$ cat src/rtl/vcpu_irq_if.sv
module vcpu_irq_if #(
  parameter int          NUM_LR   = 4,
  parameter int          PRIO_W   = 5,
  parameter int          ID_W     = 10,
  parameter int          CPU_W    = 3,
  parameter int          AW       = 8,
  parameter logic [31:0] ID_VALUE = 32'h0102_043B
) (
  input  logic                       clk,
  input  logic                       rst_n,
  input  logic                       reg_rd,
  input  logic                       reg_wr,
  input  logic [AW-1:0]              reg_addr,
  input  logic [31:0]                reg_wdata,
  output logic [31:0]                reg_rdata,
  output logic                       err,
  input  logic                       lr_wr,
  input  logic [$clog2(NUM_LR)-1:0]  lr_idx,
  input  logic [ID_W-1:0]            lr_vid,
  input  logic [CPU_W-1:0]           lr_cpu,
  input  logic [PRIO_W-1:0]          lr_prio,
  input  logic [1:0]                 lr_state,
  output logic [2*NUM_LR-1:0]        lr_states,
  output logic                       virq
);
  localparam int IDX_W = $clog2(NUM_LR);
  localparam logic [AW-1:0] OFS_CTRL = AW'(8'h00);
  localparam logic [AW-1:0] OFS_PMR  = AW'(8'h04);
  localparam logic [AW-1:0] OFS_ACK  = AW'(8'h0C);
  localparam logic [AW-1:0] OFS_EOI  = AW'(8'h10);
  localparam logic [AW-1:0] OFS_ID   = AW'(8'hFC);
  localparam logic [31:0]   NOINT    = 32'd1023;

  logic [ID_W-1:0]   vid_q  [NUM_LR];
  logic [CPU_W-1:0]  cpu_q  [NUM_LR];
  logic [PRIO_W-1:0] prio_q [NUM_LR];
  logic [1:0]        st_q   [NUM_LR];

  logic       en_q;
  logic [7:0] pmr_q;

  logic             any_pend, sel_ok, eoi_hit;
  logic [IDX_W-1:0] sel_idx, eoi_idx;
  logic [PRIO_W-1:0] best;

  always_comb begin
    sel_ok  = 1'b0;
    sel_idx = '0;
    best    = '0;
    for (int i = 0; i < NUM_LR; i++)
      if (st_q[i][0] && (!sel_ok || prio_q[i] < best)) begin
        sel_ok  = 1'b1;
        sel_idx = IDX_W'(i);
        best    = prio_q[i];
      end
  end
  assign any_pend = sel_ok;

  always_comb begin
    eoi_hit = 1'b0;
    eoi_idx = '0;
    for (int i = NUM_LR-1; i >= 0; i--)
      if (st_q[i] != 2'd0 &&
          vid_q[i] == reg_wdata[ID_W-1:0] &&
          cpu_q[i] == reg_wdata[ID_W+CPU_W-1:ID_W]) begin
        eoi_hit = 1'b1;
        eoi_idx = IDX_W'(i);
      end
  end

  logic is_ack, ack_fire, eoi_fire, mapped;
  assign is_ack   = reg_addr == OFS_ACK;
  assign ack_fire = reg_rd && is_ack && en_q && any_pend;
  assign eoi_fire = reg_wr && reg_addr == OFS_EOI && eoi_hit;
  assign mapped   = reg_addr == OFS_CTRL || reg_addr == OFS_PMR || is_ack ||
                    reg_addr == OFS_EOI || reg_addr == OFS_ID;

  for (genvar g = 0; g < NUM_LR; g++) begin : g_lr
    always_ff @(posedge clk or negedge rst_n)
      if (!rst_n) begin
        vid_q[g]  <= '0;
        cpu_q[g]  <= '0;
        prio_q[g] <= '0;
        st_q[g]   <= 2'd0;
      end else if (lr_wr && lr_idx == IDX_W'(g)) begin
        vid_q[g]  <= lr_vid;
        cpu_q[g]  <= lr_cpu;
        prio_q[g] <= lr_prio;
        st_q[g]   <= lr_state;
      end else if (ack_fire && sel_idx == IDX_W'(g)) begin
        st_q[g]   <= 2'd2;
      end else if (eoi_fire && eoi_idx == IDX_W'(g)) begin
        st_q[g]   <= 2'd0;
      end
    assign lr_states[2*g+1:2*g] = st_q[g];
  end

  always_ff @(posedge clk or negedge rst_n)
    if (!rst_n) begin
      en_q  <= 1'b0;
      pmr_q <= '0;
    end else if (reg_wr) begin
      if (reg_addr == OFS_CTRL) en_q  <= reg_wdata[0];
      if (reg_addr == OFS_PMR)  pmr_q <= reg_wdata[7:0];
    end

  always_ff @(posedge clk or negedge rst_n)
    if (!rst_n) reg_rdata <= '0;
    else if (reg_rd) begin
      case (reg_addr)
        OFS_CTRL: reg_rdata <= {31'd0, en_q};
        OFS_PMR:  reg_rdata <= {24'd0, pmr_q};
        OFS_ACK:  reg_rdata <= ack_fire ? 32'({cpu_q[sel_idx], vid_q[sel_idx]}) : NOINT;
        OFS_ID:   reg_rdata <= ID_VALUE;
        default:  reg_rdata <= '0;
      endcase
    end

  always_ff @(posedge clk or negedge rst_n)
    if (!rst_n) err <= 1'b0;
    else        err <= (reg_rd || reg_wr) && !mapped;

  always_ff @(posedge clk or negedge rst_n)
    if (!rst_n)    virq <= 1'b0;
    else if (virq) virq <= any_pend;
    else           virq <= en_q && any_pend;


  noint_chk: assert property (@(posedge clk) disable iff (!rst_n)
    reg_rd && is_ack && (!en_q || !any_pend) |=> reg_rdata == NOINT);

  virq_rise_chk: assert property (@(posedge clk) disable iff (!rst_n)
    !virq && en_q && any_pend |=> virq);

  virq_fall_chk: assert property (@(posedge clk) disable iff (!rst_n)
    !any_pend |=> !virq);

  virq_hold_chk: assert property (@(posedge clk) disable iff (!rst_n)
    virq && any_pend |=> virq);

  id_read_chk: assert property (@(posedge clk) disable iff (!rst_n)
    reg_rd && reg_addr == OFS_ID |=> reg_rdata == ID_VALUE);

  unmapped_err_chk: assert property (@(posedge clk) disable iff (!rst_n)
    (reg_rd || reg_wr) && !mapped |=> err);
endmodule

$ cat config.mk
export PLATFORM = sky130hd
export DESIGN_NAME = vcpu_irq_if
export DESIGN_NICKNAME = d
export VERILOG_FILES = /design/src/rtl/vcpu_irq_if.sv
export SDC_FILE = /design/constraint.sdc
export NUM_CORES = 1
export LEC_CHECK = 0
export BUFFER_PORTS_ARGS = -buffer_cell sky130_fd_sc_hd__buf_2
export CORE_ASPECT_RATIO = 0.5
export CORE_MARGIN = 3
export CORE_UTILIZATION = 45
export DETAILED_ROUTE_END_ITERATION = 10
export PLACE_DENSITY_LB_ADDON = 0.3
export RECOVER_POWER = 100
export SLEW_MARGIN = 40
export SYNTH_ARGS = -nofsm -noshare
export SYNTH_HDL_FRONTEND = slang
export SYNTH_SLANG_ARGS = --single-unit
$ cat constraint.sdc
create_clock -name clk -period 8.75 [get_ports clk]
set_input_delay 2.1875 -clock clk [delete_from_list [all_inputs] [get_ports clk]]
set_output_delay 2.1875 -clock clk [all_outputs]
set_load 0.05 [all_outputs]
# After elaboration in Yosys (flattened, before gate mapping)
# Index checks and enable logic that the tools add are counted.
# W data, S select, Z words.
# op_classes
n_reduce_logical	56
n_eq_ne	21
bitwise	1
n_mux	39
n_lt_le_gt_ge	4
# op_table
cell	n
$pmux W25 S4	1
$eq A10 B10 Y1	4
$mux W2	18
$logic_and A1 B1 Y1	30
$bmux W10 S2	1
$mux W10	2
$lt A5 B5 Y1	3
$mux W5	3
$mux W13	1
$eq A2 B2 Y1 const B	6
$eq A3 B3 Y1	4
$reduce_bool A3 Y1	4
$mux W1	10
$eq A8 B3 Y1 const B	1
$eq A8 B4 Y1 const B	1
$eq A8 B5 Y1 const B	1
$eq A8 B8 Y1 const B	1
$logic_not A8 Y1	1
$logic_or A1 B1 Y1	8
$reduce_bool A2 Y1	4
$bmux W3 S2	1
$eq A2 B1 Y1 const B	3
$logic_not A2 Y1	3
$mux W3	2
other kinds (4)	8
# word_totals
input_bits	67
wordCells	142
regBits	123
output_inout_bits	42

# Logic depth before layout (Yosys ltp)
# Gate-level depths: netlist of the first run.
# logic_depth
depth_word	19
mapped_depth	27
ltp_nobuf	23

# Worst setup path after synthesis of the first run
# No wires, ideal clock.
# synth_timing
path_type	reg2reg
start	register st_q (netlist bit lr_states[0])
end	register reg_rdata[1]
t_arrival_ns	5.499
t_required_ns	8.616
stages_incl_launch_ff	28
period_less_slack_ns	5.632
path_slack_ns	3.118
path_buffers	4
setup_time_ns	0.134
cell_sequence	dfrtp_1 buf_2 nand2_1 ha_1 a21oi_1 o21ai_0 o22ai_2 clkbuf_1 nor2_1 a21oi_1 ha_1 a211oi_1 o21ai_0 nor2_1 o21ai_2 nand2_1 clkbuf_1 nor2_1 a21oi_1 ha_1 o211ai_1 a21oi_1 or2_0 o211a_1 or2_1 buf_6 o31ai_2 o21ai_1
# synth_between
elab_chain_len	19
word_cells_on_any_way	29
classes_between	order compare (3); mux (15); bitwise (1); reduce/logical (10)
# synth_lines
item	line	source
start, declared	37	logic [1:0] st_q [NUM_LR];
start signal, assigned by index	89	st_q[g] <= lr_state;
$mux W5 / $mux W1 (equally long branches)	51	if (st_q[i][0] && (!sel_ok || prio_q[i] < best)) begin
$lt A5 B5 Y1 / $logic_not A1 Y1 (equally long branches)	51	
$logic_or A1 B1 Y1	51	
$logic_and A1 B1 Y1	51	
$mux W5 / $mux W1 (equally long branches)	51	
$lt A5 B5 Y1 / $logic_not A1 Y1 (equally long branches)	51	
$logic_or A1 B1 Y1	51	
$logic_and A1 B1 Y1	51	
[2 not listed]	-	
$logic_or A1 B1 Y1	51	
$logic_and A1 B1 Y1	51	
$mux W2	51	
$not A2 Y3 (not written as such)	113	OFS_ACK: reg_rdata <= ack_fire ? 32'({cpu_q[sel_idx], vid_q[sel_idx]}) : NOINT;
$bmux W10 S2	113	
$mux W10 (not written as such) (2 in a row)	113	
$mux W13 (*)	113	
$pmux W25 S4 (*)	110	case (reg_addr)
end signal, assigned	111	OFS_CTRL: reg_rdata <= {31'd0, en_q};
end signal, assigned	112	OFS_PMR: reg_rdata <= {24'd0, pmr_q};
end signal, assigned	113	
end, declared	15	output logic [31:0] reg_rdata,
# Every way passes the cells marked *; elsewhere a longest branch is shown, timed or not. The select of a mux whose other input is x is not followed.
# A chain may end at the register's enable or synchronous reset.

# Worst setup path in the final report of the first run
# layout_timing
start	register st_q (netlist bit lr_states[0])
end	register reg_rdata[10]
# layout_between
elab_chain_len	19
word_cells_on_any_way	29
classes_between	order compare (3); mux (15); bitwise (1); reduce/logical (10)
# layout_lines
item	line
$mux W5 / $mux W1 (equally long branches)	51
$lt A5 B5 Y1 / $logic_not A1 Y1 (equally long branches)	51
$logic_or A1 B1 Y1	51
$logic_and A1 B1 Y1	51
$mux W5 / $mux W1 (equally long branches)	51
$lt A5 B5 Y1 / $logic_not A1 Y1 (equally long branches)	51
$logic_or A1 B1 Y1	51
$logic_and A1 B1 Y1	51
[2 not listed]	-
$logic_or A1 B1 Y1	51
$logic_and A1 B1 Y1	51
$mux W2	51
$not A2 Y3 (not written as such)	113
$bmux W3 S2	113
$mux W3 (not written as such) (2 in a row)	113
$mux W13 (*)	113
$pmux W25 S4 (*)	110
# Marked as above.

==> metrics.md, run 1 <==
| Metric | Value |
|---|---|
| Die height | `87.7 µm` |
| Clk root buf | `clkbuf_16` |
| Max FO, Critical Path | `16` |
| Final global-route overflow total | `0` |
| Final cell count without fillers | `824` |
| Worst path required time | `8.97 ns` |
| Post-Place Cells | `808` |
| Io pins | `109` |
| Slew Limit Fails | `177` |
| Synth Register Bits | `105` |
| Initial antenna violation count | `0` |
| CP bufs+invs | `0` |
| HP Class | `reg -> reg` |
| # diodes | `0` |
| Overall via count from detail_route | `4,752` |
| Fillers | `1,191` |
| EDFF count, synth | `0` |
| Worst path max stage delay | `1.05 ns` |
| Die ar. | `14,900 µm²` |
| Setup Skew | `0.0114 ns` |
| Die width | `169 µm` |
| Top delay family on crit path | `compound AO/OA/AOI/OAI gates` |
| Vias/cell | `5.77` |
| Gr usage total | `22.3%` |
| Worst-margin pin slew | `4.11 ns` |
| CTS clock-pin slew for the worst setup and hold paths | `0.07 ns` |
| Distinct cells, synth | `66` |
| Max-slew headroom | `-174%` |
| Commonest register cell after synthesis | `dfrtp_1` |
| Outcome | `finished, violations left` |
| Leak | `2.91 nW` |
| Area added between synthesis and finish | `10.6%` |
| CP dominant cell by count | `a21oi_1` |
| Slowest CP cell | `nor2_1` |
| Placer Congestion | `0.914` |
| Nets | `728` |
| Asr flop ratio synth | `100%` |
| Crit path cell chain | `nand2_1, ha_1, a21oi_1, o21ai_0, o22ai_1, a21oi_1, ha_1, a211oi_1, o21ai_0, o21a_1, nand2_1, nor2_1, a21oi_1, ha_1, o211ai_1, a21oi_1, nor2_1, o41ai_2, nor2_1, a31oi_1, o21ai_0` |
| Failing checks | `max-capacitance violations, max-slew violations` |
| Initial core utilization | `46.8%` |
| # setup viols final | `0` |
| Post-DP HPWL | `11.5 mm` |
| Crit start category | `flip-flop` |
| Postcts setup bufs | `0` |
| Placeable core area | `12,800 µm²` |
| # rows | `29` |
| Sequential-to-total area share from yosys stat | `43.7%` |
| PostCTS Resize Cnt | `0` |
| Hold Vio Cnt, Final | `0` |
| Synth Instances | `597` |
| Clock tree buffer depth | `2` |
| Leading cell types in the layout, fill and taps excluded | `dfrtp_1 (105), nand2_1 (76), mux2_2 (64)` |
| Post-Syn Area | `6010 µm²` |
| Pwr Density | `231 nW/µm²` |
| Routed Antenna Nets | `0` |
| Maxcap violations | `5` |
| Cts bufs inserted | `9` |
| Crit share post-route | `86.0%` |
| Ys Warns | `0` |
| Critical Path End Type | `flip-flop` |
| Worst skew pair latency | `0.35 ns` |
| Num Clock Sinks | `105` |
| Routed WL | `16.3 mm` |
| RSZ-0062 raised after global routing | `no` |
| Avg Cell Area, Syn | `10.1 µm²` |
| Initial detailed-routing violation count | `425` |
| First-pass GRT wire length | `25.5 mm` |
| Critical path type | `reg -> reg` |
| Vias in the first global route | `4,630` |
| Tmin final | `7.52 ns` |
| Fin Setup TNS | `0 ns` |
| DRC violations left | `0` |
| TritonCTS clock tree | `yes` |
| Max VDD drop | `97.6 µV` |
| Layout Utilization | `51.8%` |
| H-tree depth | `3` |
| PortBufs | `72` |
| Detailed Routing Iterations Pass 1 | `5` |
| Hold Buf Count CTS | `0` |
| Most common cell after layout, fill and taps aside | `dfrtp_1` |
| Detailed-route wire length per cell | `19.8 µm` |
| Largest net degree at the start of global routing | `78` |
| Max frequency | `133 MHz` |
| Critical path arrival | `7.74 ns` |
| Ratio of cells with drive above 1 in the final layout | `21.4%` |
==> path summary, 6_finish.rpt <==
| kind | startpoint | cells after the start | to | slack [ns] |
|---|---|---|---|---|
| worst max-delay path | lr_states[0]$_DFFE_PN0P_ | 21 | reg_rdata[10]$_DFFE_PN0P_ | 1.23 |
| min in group asynchronous | rst_n | 1 | reg_rdata[6]$_DFFE_PN0P_ | 2.21 |
| worst max register to register | lr_states[0]$_DFFE_PN0P_ | 21 | reg_rdata[10]$_DFFE_PN0P_ | 1.23 |
| worst min-delay path | pmr_q[3]$_DFFE_PN0P_ | 1 | pmr_q[3]$_DFFE_PN0P_ | 0.50 |
| worst min register to register | pmr_q[3]$_DFFE_PN0P_ | 1 | pmr_q[3]$_DFFE_PN0P_ | 0.50 |
| max in group asynchronous | rst_n | 2 | prio_q[12]$_DFFE_PN0P_ | 1.91 |
==> layer usage <==
metal | wire [µm] | vias up | global-route usage [%]
li1 | - | 2187 | -
met1 | 7860 | 2367 | 32.5
met2 | 7030 | 175 | 34.0
met3 | 1170 | 23 | 4.60
met4 | 214 | 0 | 6.08
met5 | 0 | - | 1.86
==> power breakdown <==
group          internal (mW)  switching, mW
sequential             0.557         0.0746
combinational          0.181          0.301
clock                  0.232          0.187
total                  0.970          0.563
==> final cells by class <==
type / count / area, µm² / area share [%]
flip-flops and latches: 105 / 2630 / 39.5
well taps: 170 / 213 / 3.20
repair buffers: 79 / 364 / 5.48
clock buffers: 11 / 243 / 3.65
inverters: 8 / 30.0 / 0.452
clock inverters: 5 / 63.8 / 0.960
multi-input cells: 446 / 3110 / 46.8
==> synth_stat cells (all sizes together), types with 4 or more instances <==
master   instances  area, µm²
dfrtp          105       2630
nand2           77        292
mux2            65        732
a21oi           44        220
xnor2           40        350
nor2            34        130
buf             29        200
clkbuf          25       93.8
o21ai           22        118
ha              12        150
nand3           12       60.1
xor2            12        105
nand4           11       68.8
o211ai          11       82.6
mux2i            9       90.1
inv              8       30.0
nor4             7       58.8
a211oi           6       45.0
nor3             5       25.0
o31ai            5       57.6
a2111oi          4       35.0
nor2b            4       25.0
o22ai            4       31.3
==> state kept, by name, summed over array words and instances (netlist names) <==
signal	cells
cpu_q	12
vid_q	40
reg_rdata	14
prio_q	20
pmr_q	8
lr_states	8
en_q	1
err	1
virq	1
==> stage by stage <==
stage                     total power, mW  worst slack [ns]  hold slack [ns]  area, µm²
final                                1.53              1.23            0.501       6650
after global placement               1.11              2.01            0.475       6410
after floorplan                     0.988              3.12            0.465       6070
after detailed placement             1.12              1.95            0.484       6420
after global routing                 1.62             0.617            0.522       6650
after CTS                            1.54              1.88            0.501       6730
==> cells by family after synthesis <==
logic type / after synthesis / synth area share (%)
AOI/OAI and AO/OA: 120 / 13.3
xor gates and xnor gates: 52 / 7.57
adders and majority gates: 12 / 2.50
muxes: 74 / 13.7
buffers and inverters: 62 / 5.39
other: 1 / 0.0624
DFF: 105 / 43.7
and+or+nand+nor: 171 / 13.8
Note: power is estimated with default switching activity, not from simulation.
==> inputs of run 2 (changes only) <==
ABC_AREA = 1   (was default)
==> run 2 against run 1 <==
Against the previous run:
- the run still ends with max-capacitance violations, max-slew violations left
- flip-flop and latch count unchanged
- clock power grew 3%
- synthesized area is 3.1% higher
- global-route usage increased by 3.3 points
- wire length grew 14%
- first-iteration DRC count is 38% higher
- sequential power shrank 2%
- count of clock-buffer cells in the layout is 2 lower
- worst setup slack improved by 0.89 ns
- final area increased by 2.9%
- critical endpoint is now lr_states[1]$_DFFE_PN0P_
- largest cell class unchanged
==> metrics.md, run 2 <==
| Metric | Value |
|---|---|
| H-tree depth | `3 (unchanged)` |
| Worst skew pair latency | `0.35 ns (about the same)` |
| Crit start category | `flip-flop` |
| Initial antenna violation count | `1 (+1)` |
| Fin Setup TNS | `0 ns (unchanged)` |
| DRC violations left | `0 (unchanged)` |
| Leak | `3.45 nW (+18%)` |
| Worst-margin pin slew | `2.99 ns (-1.12 ns)` |
| Routed WL | `18.5 mm (+14%)` |
| PortBufs | `72 (unchanged)` |
| Final WS setup | `2.12 ns (+0.895 ns)` |
| Max VDD drop | `96.8 µV (-0.82%)` |
| Gr usage total | `25.6% (+3.3 points)` |
| Tot Pwr | `1.48 mW (-3.4%)` |
| Distinct cells, synth | `41 (-38%)` |
| Io pins | `109 (unchanged)` |
| Leading cell types in the layout, fill and taps excluded | `nand2_1 (257), o21ai_0 (107), inv_1 (106)` |
| Num Clock Sinks | `105 (unchanged)` |
| Worst path max stage delay | `0.79 ns (-0.26 ns)` |
| Overall via count from detail_route | `5,800 (+22%)` |
| Detailed-route wire length per cell | `17.2 µm (-13%)` |
| Worst path required time | `8.97 ns (about the same)` |
| Setup Skew | `0.00639 ns (-0.00497 ns)` |
| CTS clock-pin slew for the worst setup and hold paths | `0.07 ns (about the same)` |
| RSZ-0062 raised after global routing | `no` |
| FF-to-FF Start | `lr_states[0]$_DFFE_PN0P_` |
| Hold Vio Cnt, Final | `0 (unchanged)` |
| Detailed Routing Iterations Pass 1 | `5 (unchanged)` |
| Max-slew headroom | `-99.3% (+75 points)` |
| Post-Syn Area | `6200 µm² (+3.1%)` |
| Slowest CP cell | `nand2_1` |
| Area of the multi-input gates | `2940 µm² (-5.6%)` |
| Critical Path End Type | `flip-flop` |
| Die width | `172 µm (+1.5%)` |
| Initial detailed-routing violation count | `586 (+38%)` |
| Post-Place Cells | `1,062 (+31%)` |
| Die ar. | `15,300 µm² (+3.0%)` |
| Synth Register Bits | `105 (unchanged)` |
| EDFF count, synth | `0 (unchanged)` |
| Hold Buf Count CTS | `0 (unchanged)` |
| Commonest register cell after synthesis | `dfrtp_1` |
| Net Sw Power | `0.552 mW (-1.9%)` |
| Postcts setup bufs | `0 (unchanged)` |
| Ys Warns | `0 (unchanged)` |
| Hold wc startpoint | `reg_rdata[5]$_DFFE_PN0P_` |
| Hold Slack | `0.479 ns (-0.0223 ns)` |
| Clk root buf | `clkbuf_16` |
| Synth Instances | `844 (+41%)` |
| Cts bufs inserted | `9 (unchanged)` |
| Critical path arrival | `6.85 ns (-0.89 ns)` |
| Final cell count without fillers | `1,076 (+31%)` |
| Placeable core area | `13,100 µm² (+1.7%)` |
| # diodes | `0 (unchanged)` |
| Top post-synthesis cells by area | `dfrtp_1 (42%), nand2_1 (15%), o21ai_0 (8.5%)` |
| Max FFs per register | `40 (unchanged)` |
| Int Power | `0.929 mW (-4.3%)` |
| Post-route cell area | `6840 µm² (+2.9%)` |
| # setup viols final | `0 (unchanged)` |
| Regs by FF count | `vid_q: 40 flops, prio_q: 20 flops, reg_rdata: 14 flops` |
| Placer Congestion | `0.969 (+6.0%)` |
| PostCTS Resize Cnt | `0 (unchanged)` |
| Initial core utilization | `47.5% (+0.66 points)` |
| Clock tree buffer depth | `2 (unchanged)` |
| Crit share post-route | `75.8% (-10 points)` |
| Crit. path cell count | `28 (+33%)` |
| Crit path from | `lr_states[0]$_DFFE_PN0P_` |
| Tmin final | `6.63 ns (-0.895 ns)` |
| Commonest cells in the netlist | `nand2_1 (254), dfrtp_1 (105), inv_1 (105), o21ai_0 (105), nand3_1 (38)` |
| CP dominant cell by count | `nand2_1` |
| Switching Fraction | `37.3% (+0.56 points)` |
| Fillers | `1,339 (+12%)` |
| Pre-CTS setup slack | `3.40 ns (+1.45 ns)` |
| Die height | `89.0 µm (+1.4%)` |
| Synth top area share | `42.4% (-1.3 points)` |
| Outcome | `finished, violations left` |
| CP bufs+invs | `0 (unchanged)` |
| Max frequency | `151 MHz (+13%)` |
| Failing checks | `max-capacitance violations, max-slew violations` |
| Asr flop ratio synth | `100% (unchanged)` |
| Routed Antenna Nets | `0 (unchanged)` |
| Nets | `982 (+35%)` |
| Top delay family on crit path | `simple AND/OR/NAND/NOR gates` |
| First-pass GRT wire length | `29.7 mm (+17%)` |
| Worst R2R Path Depth | `28 (+33%)` |
| Top reg by flops | `vid_q` |
| Largest net degree at the start of global routing | `56 (-28%)` |
| Avg Cell Area, Syn | `7.35 µm² (-27%)` |
| Comb pwr share | `28.8% (-2.6 points)` |
| Vias in the first global route | `5,420 (+17%)` |
| R2R setup slack | `2.12 ns (+0.89 ns)` |
| Area added between synthesis and finish | `10.4%` |
| RR Endpoint | `lr_states[1]$_DFFE_PN0P_` |
| Sequential-to-total area share from yosys stat | `42.4% (-1.3 points)` |
| HP Class | `reg -> reg` |
| Critical path type | `reg -> reg` |
| Final global-route overflow total | `0 (unchanged)` |
| TritonCTS clock tree | `yes` |
| Slew Limit Fails | `136 (-23%)` |
| Layout Utilization | `52.4% (+0.61 points)` |
| Post-DP HPWL | `14.0 mm (+21%)` |
| Cell taking the most area after synthesis | `dfrtp_1` |
| Sequential share of power | `41.9% (+0.7 points)` |
| # rows | `29 (unchanged)` |
| Ratio of cells with drive above 1 in the final layout | `8.28% (-13 points)` |
| Maxcap violations | `3 (-2)` |
| Placement Cell Area | `6620 µm² (+3.1%)` |
| Clock group share of total power | `29.2% (+1.8 points)` |
| FF/Latch Area | `2630 µm² (unchanged)` |
| Count leader, synth | `nand2_1` |
| CP endpoint | `lr_states[1]$_DFFE_PN0P_` |
| Pwr Density | `216 nW/µm² (-6.1%)` |
| Most common cell after layout, fill and taps aside | `nand2_1` |
| Max FO, Critical Path | `33 (+17)` |
| Vias/cell | `5.39 (-6.5%)` |
[run 2: worst min-delay path by stage]
stage | to | cells after the start
finish | reg_rdata[5]$_DFFE_PN0P_ | 2
floorplan | prio_q[19]$_DFFE_PN0P_ | 2
global route | reg_rdata[4]$_DFFE_PN0P_ | 2
CTS | reg_rdata[5]$_DFFE_PN0P_ | 2
global placement | reg_rdata[6]$_DFFE_PN0P_ | 2
detailed placement | reg_rdata[5]$_DFFE_PN0P_ | 2
[run 2: routing by layer]
metal	wire, µm	GRT usage, %	vias up
li1	-	-	2825
met1	9090	36.8	2713
met2	7720	39.8	228
met3	1360	5.48	32
met4	327	6.66	2
met5	13	0	-
[run 2: power groups by stage]
stage / registers [mW] / clock network (mW) / logic, mW
detailed placement: 0.627 / 0 / 0.432
finish: 0.621 / 0.433 / 0.427
CTS: 0.619 / 0.441 / 0.434
global placement: 0.626 / 0 / 0.422
global route: 0.629 / 0.461 / 0.487
floorplan: 0.632 / 0 / 0.306
[run 2: cell families after synthesis]
| kind of cell | synth area share, % |
|---|---|
| DFF | 42.4 |
| AOI/OAI and AO/OA | 13.3 |
| adders and majority gates | 2.42 |
| and+or+nand+nor | 28.0 |
| muxes | 0.182 |
| xor gates and xnor gates | 2.68 |
| buffers and inverters | 10.9 |
| other | 0.0605 |
[run 2: layout make-up]
cell class | count | share of cell area [%]
multi-input combinational | 600 | 42.9
tap | 170 | 3.11
inverter | 109 | 5.98
clock inverter | 5 | 1.19
clock buffer | 9 | 3.29
timing repair buffer | 78 | 5.14
sequential | 105 | 38.4
[run 2: worst reg2reg max path, delay by kind of cell (launching register included)]
family / cells / cell delay, ns
and+or+nand+nor: 18 / 3.60
AOI/OAI and AO/OA: 7 / 1.43
adders and majority gates: 3 / 0.93
DFF: 1 / 0.56
==> inputs of run 3 (changes only) <==
clock period = 6.4 ns   (was 8.75 ns; I/O delays follow)
==> run 3 against run 2 <==
Against the previous run:
- the run still ends with max-capacitance violations, max-slew violations left
- global-route usage up 0.091 points
- sequential share of layout area increased by 0.14 points
- count of clock-buffer cells in the layout increased by 1
- largest cell class unchanged
==> metrics.md, run 3 (synthesis gave the netlist of run 2 again) <==
| Metric | Value |
|---|---|
| Outcome | `finished, violations left` |
| Failing checks | `max-capacitance violations, max-slew violations` |
| # diodes | `0 (unchanged)` |
| Fillers | `1,330 (-0.67%)` |
| Io pins | `109 (unchanged)` |
| Layout Utilization | `52.2% (-0.19 points)` |
| Max FO, Critical Path | `33 (unchanged)` |
| Nets | `982 (unchanged)` |
| Critical path type | `reg -> reg` |
| RSZ-0062 raised after global routing | `no` |
| Cts bufs inserted | `9 (unchanged)` |
| Pwr Density | `289 nW/µm² (+33%)` |
| Final global-route overflow total | `0 (unchanged)` |
| Post-DP HPWL | `14.3 mm (+2.8%)` |
| Regs by FF count | `vid_q: 40 flops, prio_q: 20 flops, reg_rdata: 14 flops` |
| Die height | `89.0 µm (unchanged)` |
| Max FFs per register | `40 (unchanged)` |
| Initial antenna violation count | `0 (-1)` |
| Leak | `3.43 nW (-0.39%)` |
| Gr usage total | `25.7% (+0.091 points)` |
| Tmin final | `5.71 ns (-0.922 ns)` |
| # setup viols final | `0 (unchanged)` |
| TritonCTS clock tree | `yes` |
| Detailed Routing Iterations Pass 1 | `7 (+2)` |
| # rows | `29 (unchanged)` |
| Crit share post-route | `89.2% (+13 points)` |
| Overall via count from detail_route | `5,728 (-1.2%)` |
| Die ar. | `15,300 µm² (unchanged)` |
| Hold Slack | `0.482 ns (+0.00332 ns)` |
| Critical path arrival | `5.92 ns (-0.93 ns)` |
| Initial core utilization | `47.5% (unchanged)` |
| Most common cell after layout, fill and taps aside | `nand2_1` |
| Max frequency | `175 MHz (+16%)` |
| Placement Cell Area | `6630 µm² (about the same)` |
| Num Clock Sinks | `105 (unchanged)` |
| Vias in the first global route | `5,487 (+1.2%)` |
| DRC violations left | `0 (unchanged)` |
| Worst skew pair latency | `0.35 ns (about the same)` |
| Clock tree buffer depth | `2 (unchanged)` |
| Max-slew headroom | `-163% (-64 points)` |
| Area added between synthesis and finish | `9.95%` |
| Leading cell types in the layout, fill and taps excluded | `nand2_1 (257), o21ai_0 (107), inv_1 (106)` |
| Max VDD drop | `137 µV (+41%)` |
| Vias/cell | `5.32 (-1.3%)` |
| Postcts setup bufs | `0 (unchanged)` |
| Placer Congestion | `0.935 (-3.5%)` |
| Die width | `172 µm (unchanged)` |
| Slowest CP cell | `dfrtp_1` |
| Hold Buf Count CTS | `0 (unchanged)` |
| First-pass GRT wire length | `29.7 mm (about the same)` |
| HP Class | `reg -> reg` |
| Post-route cell area | `6820 µm² (-0.37%)` |
| Clk root buf | `clkbuf_16` |
| Slew Limit Fails | `152 (+12%)` |
| Top reg by flops | `vid_q` |
| Routed WL | `19.1 mm (+3.0%)` |
| Initial detailed-routing violation count | `456 (-22%)` |
| Critical Path End Type | `flip-flop` |
| Worst path required time | `6.61 ns (-2.36 ns)` |
| Placeable core area | `13,100 µm² (unchanged)` |
| Worst path max stage delay | `0.54 ns (-0.25 ns)` |
| Routed Antenna Nets | `0 (unchanged)` |
| PostCTS Resize Cnt | `0 (unchanged)` |
| PortBufs | `72 (unchanged)` |
| Hold Vio Cnt, Final | `0 (unchanged)` |
| CTS clock-pin slew for the worst setup and hold paths | `0.07 ns (about the same)` |
| Fin Setup TNS | `0 ns (unchanged)` |
| Ratio of cells with drive above 1 in the final layout | `8.49% (+0.21 points)` |
| Maxcap violations | `3 (unchanged)` |
| H-tree depth | `3 (unchanged)` |
| CP dominant cell by count | `nand2_1` |
| Crit start category | `flip-flop` |
| Setup Skew | `0.00651 ns (+0.000124 ns)` |
| Largest net degree at the start of global routing | `72 (+29%)` |
| Detailed-route wire length per cell | `17.7 µm (+2.9%)` |
| Worst-margin pin slew | `3.95 ns (+0.958 ns)` |
==> run 3: cell types whose count changed in the layout (fill, tap and decap cells not counted) <==
cell	change
buf_2	+2
clkinv_2	-1
clkinvlp_4	+2
nand2_2	-2
inv_8	+1
buf_4	-1
nand2_4	+2
bufinv_16	-2
clkbuf_2	+1
clkinv_4	+1
clkbuf_1	-1
inv_6	-1
==> run 3: worst paths after layout <==
kind,depth (start not counted),end,slack [ns],start
worst min-delay path,2,reg_rdata[3]$_DFFE_PN0P_,0.48,reg_rdata[3]$_DFFE_PN0P_
min in group asynchronous,1,vid_q[3]$_DFFE_PN0P_,2.61,rst_n
worst max register to register,28,reg_rdata[10]$_DFFE_PN0P_,0.69,lr_states[0]$_DFFE_PN0P_
max in group asynchronous,2,pmr_q[7]$_DFFE_PN0P_,1.35,rst_n
worst max-delay path,28,reg_rdata[10]$_DFFE_PN0P_,0.69,lr_states[0]$_DFFE_PN0P_
worst min register to register,2,reg_rdata[3]$_DFFE_PN0P_,0.48,reg_rdata[3]$_DFFE_PN0P_
==> run 3: worst max-delay path, delay by kind of cell (launching register included) <==
kind	cells	cell delay (ns)
AOI/OAI and AO/OA	8	1.80
and+or+nand+nor	17	2.29
DFF	1	0.54
adders and majority gates	3	0.89
==> run 3: power by group <==
part / switching [mW] / internal, mW / leakage, nW
Sequential: 0.100 / 0.751 / 1.33
Combinational: 0.415 / 0.180 / 1.98
Clock: 0.255 / 0.266 / 0.123
==> run 3: metrics by stage <==
stage / instances / power (mW) / worst slack [ns]
4_1_cts: 1077 / 1.98 / 0.936
6_report: 1077 / 1.97 / 0.694
5_1_grt: 1077 / 2.09 / 0.262
3_3_place_gp: 1062 / 1.44 / 1.08
3_5_place_dp: 1062 / 1.46 / 0.972
2_1_floorplan: 860 / 1.28 / 1.66
==> run 3: layout make-up <==
cell class	count	area (µm²)	share of cell area, %
well taps	170	213	3.12
multi-input cells	600	2950	43.2
repair buffers	78	352	5.16
flip-flops and latches	105	2630	38.5
clock buffers	10	229	3.36
clock inverters	5	42.5	0.624
inverters	109	409	6.00
==> run 3: layer usage <==
| layer | share of wire [%] | vias up | global-route usage, % |
|---|---|---|---|
| li1 | - | 2823 | - |
| met1 | 47 | 2651 | 36.3 |
| met3 | 8.1 | 17 | 5.92 |
| met2 | 43 | 235 | 40.7 |
| met4 | 0.99 | 2 | 5.21 |
| met5 | 0.38 | - | 3.42 |
